<file path="src/rtl/bregs_pkg.sv">
`timescale 1ns/1ps
package bregs_pkg;

  typedef enum logic [4:0] {
    MD_USR = 5'b10000,
    MD_FIQ = 5'b10001,
    MD_IRQ = 5'b10010,
    MD_SVC = 5'b10011,
    MD_ABT = 5'b10111,
    MD_UND = 5'b11011,
    MD_SYS = 5'b11111
  } mode_e;

  // Storage bank owning the r13/r14 pair; BK_USR also covers system mode.
  typedef enum logic [2:0] {
    BK_USR = 3'd0,
    BK_FIQ = 3'd1,
    BK_IRQ = 3'd2,
    BK_SVC = 3'd3,
    BK_ABT = 3'd4,
    BK_UND = 3'd5
  } bank_e;

  localparam int ADDR_W   = 4;
  localparam int LOW_N    = 8;   // r0..r7, never banked
  localparam int HI_N     = 5;   // r8..r12, banked only by fast interrupt
  localparam int SPLR_N   = 2;   // r13, r14
  localparam int BANK_N   = 6;   // banks owning r13/r14
  localparam int PSR_N    = BANK_N - 1;
  localparam int HI_USR   = LOW_N;
  localparam int HI_FIQ   = LOW_N + HI_N;
  localparam int SPLR_B   = LOW_N + 2 * HI_N;
  localparam int PC_IDX   = SPLR_B + SPLR_N * BANK_N;
  localparam int PHYS_N   = PC_IDX + 1;
  localparam int PIDX_W   = $clog2(PHYS_N);
  localparam int PSEL_W   = $clog2(PSR_N);

  // Logical register number to physical slot for a given bank.
  function automatic logic [PIDX_W-1:0] map_phys(input bank_e bk,
                                                  input logic [ADDR_W-1:0] a);
    int r;
    int ai;
    ai = int'(a);
    if (ai == 15)
      r = PC_IDX;
    else if (ai < LOW_N)
      r = ai;
    else if (ai < LOW_N + HI_N)
      r = ((bk == BK_FIQ) ? HI_FIQ : HI_USR) + (ai - LOW_N);
    else
      r = SPLR_B + SPLR_N * int'(bk) + (ai - LOW_N - HI_N);
    return PIDX_W'(r);
  endfunction

endpackage

</file>
<file path="src/rtl/bregs_mode_dec.sv">
`timescale 1ns/1ps
module bregs_mode_dec
  import bregs_pkg::*;
(
  input  logic [4:0]        mode,
  input  logic              user_bank,
  output bank_e             gpr_bank,
  output logic              psr_valid,
  output logic [PSEL_W-1:0] psr_sel
);

  bank_e cur_bank;

  always_comb begin
    case (mode)
      MD_FIQ:  cur_bank = BK_FIQ;
      MD_IRQ:  cur_bank = BK_IRQ;
      MD_SVC:  cur_bank = BK_SVC;
      MD_ABT:  cur_bank = BK_ABT;
      MD_UND:  cur_bank = BK_UND;
      default: cur_bank = BK_USR;   // user, system and unlisted codes
    endcase
  end

  always_comb begin
    gpr_bank  = user_bank ? BK_USR : cur_bank;
    psr_valid = (cur_bank != BK_USR);
    psr_sel   = psr_valid ? PSEL_W'(int'(cur_bank) - 1) : '0;
  end

endmodule

</file>
<file path="src/rtl/bregs_map.sv">
`timescale 1ns/1ps
module bregs_map
  import bregs_pkg::*;
#(
  parameter int NPORTS = 3
) (
  input  bank_e                          bank,
  input  logic [NPORTS-1:0][ADDR_W-1:0]  addr,
  output logic [NPORTS-1:0][PIDX_W-1:0]  idx
);

  for (genvar p = 0; p < NPORTS; p++) begin : g_port
    always_comb idx[p] = map_phys(bank, addr[p]);
  end

endmodule

</file>
<file path="src/rtl/bregs_store.sv">
`timescale 1ns/1ps
module bregs_store
  import bregs_pkg::*;
#(
  parameter int DATA_W = 32,
  parameter int NRD    = 2
) (
  input  logic                          clk,
  input  logic                          rst_n,
  input  logic                          wr_en,
  input  logic [PIDX_W-1:0]             wr_idx,
  input  logic [DATA_W-1:0]             wr_data,
  input  logic                          pc_we,
  input  logic [DATA_W-1:0]             pc_wdata,
  input  logic [NRD-1:0][PIDX_W-1:0]    rd_idx,
  output logic [NRD-1:0][DATA_W-1:0]    rd_data,
  output logic [DATA_W-1:0]             pc_rdata
);

  logic [DATA_W-1:0] mem_q [PHYS_N];
  logic [DATA_W-1:0] mem_d [PHYS_N];
  logic [PHYS_N-1:0] ent_en;

  // Next state: program-counter port first, general port overrides it.
  always_comb begin
    for (int i = 0; i < PHYS_N; i++) begin
      mem_d[i]  = mem_q[i];
      ent_en[i] = 1'b0;
    end
    if (pc_we) begin
      mem_d[PC_IDX]  = pc_wdata;
      ent_en[PC_IDX] = 1'b1;
    end
    if (wr_en && (int'(wr_idx) < PHYS_N)) begin
      mem_d[wr_idx]  = wr_data;
      ent_en[wr_idx] = 1'b1;
    end
  end

  for (genvar g = 0; g < PHYS_N; g++) begin : g_ent
    logic [DATA_W-1:0] q;
    always_ff @(posedge clk or negedge rst_n) begin
      if (!rst_n)
        q <= '0;
      else if (ent_en[g])
        q <= mem_d[g];
    end
    assign mem_q[g] = q;
  end

  for (genvar p = 0; p < NRD; p++) begin : g_rd
    always_comb rd_data[p] = (int'(rd_idx[p]) < PHYS_N) ? mem_q[rd_idx[p]] : '0;
  end

  assign pc_rdata = mem_q[PC_IDX];

endmodule

</file>
<file path="src/rtl/bregs_spsr.sv">
`timescale 1ns/1ps
module bregs_spsr
  import bregs_pkg::*;
#(
  parameter int DATA_W = 32
) (
  input  logic              clk,
  input  logic              rst_n,
  input  logic              valid,
  input  logic [PSEL_W-1:0] sel,
  input  logic              we,
  input  logic [DATA_W-1:0] wdata,
  output logic [DATA_W-1:0] rdata
);

  logic [DATA_W-1:0] sv_q [PSR_N];
  logic [PSR_N-1:0]  sv_en;

  always_comb begin
    for (int i = 0; i < PSR_N; i++)
      sv_en[i] = we && valid && (int'(sel) == i);
  end

  for (genvar g = 0; g < PSR_N; g++) begin : g_sv
    logic [DATA_W-1:0] q;
    always_ff @(posedge clk or negedge rst_n) begin
      if (!rst_n)
        q <= '0;
      else if (sv_en[g])
        q <= wdata;
    end
    assign sv_q[g] = q;
  end

  always_comb rdata = (valid && int'(sel) < PSR_N) ? sv_q[sel] : '0;

endmodule

</file>
<file path="src/rtl/banked_regfile.sv">
`timescale 1ns/1ps
module banked_regfile
  import bregs_pkg::*;
#(
  parameter int DATA_W = 32
) (
  input  logic              clk,
  input  logic              rst_n,
  input  logic [4:0]        mode,
  input  logic              user_bank,
  input  logic [3:0]        ra_addr,
  output logic [DATA_W-1:0] ra_data,
  input  logic [3:0]        rb_addr,
  output logic [DATA_W-1:0] rb_data,
  input  logic              wr_en,
  input  logic [3:0]        wr_addr,
  input  logic [DATA_W-1:0] wr_data,
  output logic [DATA_W-1:0] pc_rdata,
  input  logic              pc_we,
  input  logic [DATA_W-1:0] pc_wdata,
  output logic [DATA_W-1:0] psr_rdata,
  input  logic              psr_we,
  input  logic [DATA_W-1:0] psr_wdata
);

  localparam int NRD = 2;
  localparam int NMAP = NRD + 1;

  // Reset: asserted at once, released through two flops.
  logic rst_s1, rst_q;
  always_ff @(posedge clk or negedge rst_n) begin
    if (!rst_n) begin
      rst_s1 <= 1'b0;
      rst_q  <= 1'b0;
    end else begin
      rst_s1 <= 1'b1;
      rst_q  <= rst_s1;
    end
  end

  bank_e             gpr_bank;
  logic              psr_valid;
  logic [PSEL_W-1:0] psr_sel;

  bregs_mode_dec u_dec (
    .mode      (mode),
    .user_bank (user_bank),
    .gpr_bank  (gpr_bank),
    .psr_valid (psr_valid),
    .psr_sel   (psr_sel)
  );

  logic [NMAP-1:0][ADDR_W-1:0] map_addr;
  logic [NMAP-1:0][PIDX_W-1:0] map_idx;
  logic [NRD-1:0][PIDX_W-1:0]  rd_idx;
  logic [NRD-1:0][DATA_W-1:0]  rd_data;

  assign map_addr = {wr_addr, rb_addr, ra_addr};

  bregs_map #(.NPORTS(NMAP)) u_map (
    .bank (gpr_bank),
    .addr (map_addr),
    .idx  (map_idx)
  );

  assign rd_idx = {map_idx[1], map_idx[0]};

  bregs_store #(.DATA_W(DATA_W), .NRD(NRD)) u_store (
    .clk      (clk),
    .rst_n    (rst_q),
    .wr_en    (wr_en),
    .wr_idx   (map_idx[2]),
    .wr_data  (wr_data),
    .pc_we    (pc_we),
    .pc_wdata (pc_wdata),
    .rd_idx   (rd_idx),
    .rd_data  (rd_data),
    .pc_rdata (pc_rdata)
  );

  assign ra_data = rd_data[0];
  assign rb_data = rd_data[1];

  bregs_spsr #(.DATA_W(DATA_W)) u_spsr (
    .clk   (clk),
    .rst_n (rst_q),
    .valid (psr_valid),
    .sel   (psr_sel),
    .we    (psr_we),
    .wdata (psr_wdata),
    .rdata (psr_rdata)
  );

endmodule

</file>
<file path="config.mk">
export PLATFORM = sky130hd
export DESIGN_NAME = banked_regfile
export DESIGN_NICKNAME = d
export VERILOG_FILES = /design/src/rtl/bregs_pkg.sv /design/src/rtl/bregs_mode_dec.sv /design/src/rtl/bregs_map.sv /design/src/rtl/bregs_store.sv /design/src/rtl/bregs_spsr.sv /design/src/rtl/banked_regfile.sv
export SDC_FILE = /design/constraint.sdc
export NUM_CORES = 2
export LEC_CHECK = 0
export BUFFER_PORTS_ARGS = -buffer_cell sky130_fd_sc_hd__buf_2
export CAP_MARGIN = 20
export CORE_MARGIN = 2
export CORE_UTILIZATION = 65
export CTS_BUF_LIST = sky130_fd_sc_hd__clkbuf_8
export DETAILED_ROUTE_END_ITERATION = 10
export GPL_TIMING_DRIVEN = 0
export PLACE_DENSITY = 0.91
export SLEW_MARGIN = 0
export SYNTH_ARGS = -nofsm -noshare
export SYNTH_HDL_FRONTEND = slang
export SYNTH_SLANG_ARGS = --single-unit
</file>
<file path="constraint.sdc">
create_clock -name clk -period 77.2 [get_ports clk]
set_input_delay 15.44 -clock clk [delete_from_list [all_inputs] [get_ports clk]]
set_output_delay 15.44 -clock clk [all_outputs]
set_load 0.03 [all_outputs]
</file>
==> summary.md <==
| Metric | Value |
|---|---|
| Clock-pin slew on the worst setup and hold paths | 0.06 ns |
| Share of the yosys chip area belonging to registers | 0.446 |
| Register area | 0.0289 mm2 |
| Final Hold Viols | 0 |
| Met1 Usage GRT | 0.618 |
| Vias | 60100 |
| Startpoint types | input pin |
| Initial Utilization | 0.656 |
| Num CTS Buffers | 190 |
| DRC | 0 |
| Clock Root Buffer | clkbuf_8 |
| DRT Pass-1 Iters | 10 |
| Crit-path slowest cell | clkbuf_1 |
| Crit path required time | 61.76 ns |
| Relative slew margins | 0.0599 |
| First-pass GRT wire length | 392000 um |
| Gpl congestion | 1.08 |
| Share of post-route cells with drive strength above 1 | 0.281 |
| Setup_tns | 0 ns |
| RSZ-0062 raised after global routing | no |
| Critical path's largest stage delay | 1.09 ns |
| DR WL/cell | 33.8 um |
| Vias in the first global route | 58300 |
| Synth warnings | 0 |
| Async SR Flop Fraction | 1.00 |
| CTS resizes | 0 |
| Clock Sinks | 1154 |
| Post-CTS setup buffer count | 0 |
| GRT busiest layer | met2 |
| Crit-path cells | buf_2 -> clkbuf_1 -> nand4bb_1 -> a21oi_1 -> ha_1 -> o21ai_2 -> buf_4 -> nor2_1 -> ha_1 -> o21ai_0 -> o21ai_4 -> nand2_1 -> clkbuf_2 -> clkbuf_1 -> clkbuf_1 -> nand2_1 -> nand3_1 -> a311oi_1 -> o31ai_1 -> buf_2 |
| M2 GR Usage | 0.739 |
| Pwr/cell area | 28.9 mW/mm2 |
| Mapped Cells | 6217 |
| Final Critical Period | 38.30 ns |
| Element type at the critical path end | output pin |
| Worst-margin pin slew | 1.41 ns |
| Fin crit share | 0.496 |
| Nets | 6841 |
| Synthesized area per cell | 10.4 um2 |
| Gr ovfl total | 0 |
| # hold bufs at CTS | 0 |
| CTS Buffer Depth | 3 |
| Final slew viol count | 0 |
| Hold crit path type | flip-flop to flip-flop |
| P_leak | 33.9 nW |
| Floorplan row count | 115 |
| Initial antenna violation count | 22 |
| Crit path max fanout | 10 |
| Max-Cap Viols | 0 |
| Status | finished, final reports clean |
| Skew final | 0.0306 ns |
| # fillers | 6885 |
| GR Util met3 | 0.231 |
| IO buf count | 245 |
| Pwr Total | 0.00209 W |
| Final WL | 275000 um |
| Die X | 319 um |
| Syn-to-layout area delta | 11.9% |
| CP Class | input pin to output pin |
| Count of cell types in the netlist | 80 |
| Post-DRT Antenna Nets | 0 |
| Post-synth EDFFs | 0 |
| Post-Syn Area | 0.0647 mm2 |
| Fmax | 26.1 MHz |
| Synth Flop Type | dfrtp_1 |
| Worst-skew pair later-pin latency | 0.94 ns |
| I/O pins | 247 |
| WP data arrival | 22.86 ns |
| DR vias/cell | 7.38 |
| Initial drt markers | 10400 |
| Multi-input logic area | 0.0331 mm2 |
| Final setup viols | 0 |
| Worst R2R Path Depth | 5 |
| Max rail drop VDD | 0.0213 mV |
| CTS tree | yes |
| #FFs+latches synth | 1154 |
| Syn Nets | 6362 |
| Core Region | 0.0986 mm2 |
| Worst path most repeated cell | clkbuf_1 |
| Die ar. | 0.102 mm2 |
| H-tree depth | 4 |
| Post-DP HPWL | 195000 um |
| All-Layer GR Usage | 0.531 |
| WHS Path Cells | 0 |
| Largest net degree at the start of global routing | 75 |
| Die height | 319 um |
synthesized netlist by cell type (all sizes together), types with 3 or more instances:
cell	n	area (um2)
a21boi	3	22.5
o221ai	16	140
a221oi	79	698
dfrtp	1154	28900
nand2b	4	25.0
a31oi	48	300
o22ai	67	419
or3	7	43.8
o2bb2ai	48	420
a32oi	16	140
o31ai	19	148
a211o	17	149
nand2	1241	4660
a21oi	115	576
xor2	4	35.0
o32ai	16	140
mux4	16	360
inv	35	131
ha	23	288
xnor2	6	60.1
and2	9	56.3
mux2i	434	4340
and3	190	1190
or4	3	22.5
mux2	1205	13700
nor2	63	236
nand3	394	1980
a311oi	209	1830
a21o	5	37.5
o22a	17	149
buf	233	1130
o21ai	32	164
nor3	40	205
o21a	17	128
fa	3	60.1
or2	4	25.0
o211ai	6	45.0
a211oi	3	22.5
nand3b	3	22.5
clkbuf	378	1420
final timing paths:
kind | from | endpoint | slack, ns
min reg2reg | rst_s1 | rst_q | 0.36
max | mode[2] | rb_data[31] | 38.90
max in group asynchronous | rst_n | rst_q | 62.82
min in group asynchronous | rst_q | u_store.pc_rdata[27] | 0.38
max reg2reg | rst_q | u_store.g_ent[1].q[10] | 74.63
min | rst_s1 | rst_q | 0.36
layout by cell type (no fill, tap or decap), types with 19 or more instances in the layout:
master     synthesis  layout
nand2_1         1241    1241
dfrtp_1         1154    1153
mux2_2          1139    1139
mux2i_1          434     434
nand3_1          393     393
buf_2            139     384
clkbuf_1         378     377
clkbuf_8           0     241
a311oi_1         209     209
and3_1           190     190
a21oi_1          115     114
inv_1             35     100
a221oi_1          78      78
buf_1             77      77
o22ai_1           67      67
nor2_1            63      63
o2bb2ai_1         48      48
a31oi_1           48      48
nor3_1            39      38
mux2_1            38      38
o21ai_0           28      28
mux2_4            28      28
ha_1              23      23
clkinv_2           0      20
buf_16             0      19
final cells by class:
type,count,share of cell area
buffer,613,0.0355
multi-input combinational,4415,0.458
timing repair buffer,287,0.0286
antenna,13,0.000449
sequential,1154,0.399
clock inverter,103,0.00897
inverter,35,0.00181
clock buffer,241,0.0458
tap,1287,0.0222
metrics by stage:
stage          instances  utilization  setup WS (ns)  hold slack (ns)  cell area (um2)
5_1_grt             8140        0.734          39.12            0.373            72400
3_3_place_gp        7749        0.685          30.32            0.343            67500
4_1_cts             8114        0.731          39.54            0.362            72000
3_5_place_dp        7770        0.691          39.63            0.336            68100
2_1_floorplan       6217            -          42.11            0.331            64700
6_report            8148        0.734          38.90            0.363            72400
where the power goes:
group,internal [W],leakage [nW],switching [W]
sequential,0.000760,14.9,0.000132
combinational,0.000258,16.8,0.000366
clock,0.000298,2.29,0.000276
total,0.00132,33.9,0.000774
worst max-delay path, delay by kind of cell:
family / cells / cell delay (ns)
AO/OA/AOI/OAI: 6 / 2.45
adder cells (fa/ha/maj): 2 / 0.69
buffers and inverters: 7 / 3.39
AND/OR/NAND/NOR: 5 / 0.83
cell families (layout without fill, tap and decap cells):
| logic type | after synthesis | after routing | share of synthesized area |
|---|---|---|---|
| AO/OA/AOI/OAI | 750 | 750 | 0.0879 |
| buffers and inverters | 648 | 1279 | 0.0418 |
| flip-flops | 1154 | 1154 | 0.446 |
| multiplexers | 1655 | 1655 | 0.284 |
| adder cells (fa/ha/maj) | 26 | 26 | 0.00538 |
| other | 1 | 14 | 0.0000580 |
| XOR/XNOR | 10 | 10 | 0.00147 |
| AND/OR/NAND/NOR | 1973 | 1973 | 0.133 |
metal layers:
layer,vias up,share of wire
met5,-,0.0012
met2,5779,0.41
met3,1717,0.15
met1,29100,0.33
li1,23500,-
met4,16,0.11
flip-flops by register name, summed over array words and instances (netlist names):
register	cells
u_store.pc_rdata	32
u_spsr.g_sv.q	160
rst_q	1
rst_s1	1
u_store.g_ent.q	960
Power figures use the tool's default switching activity.
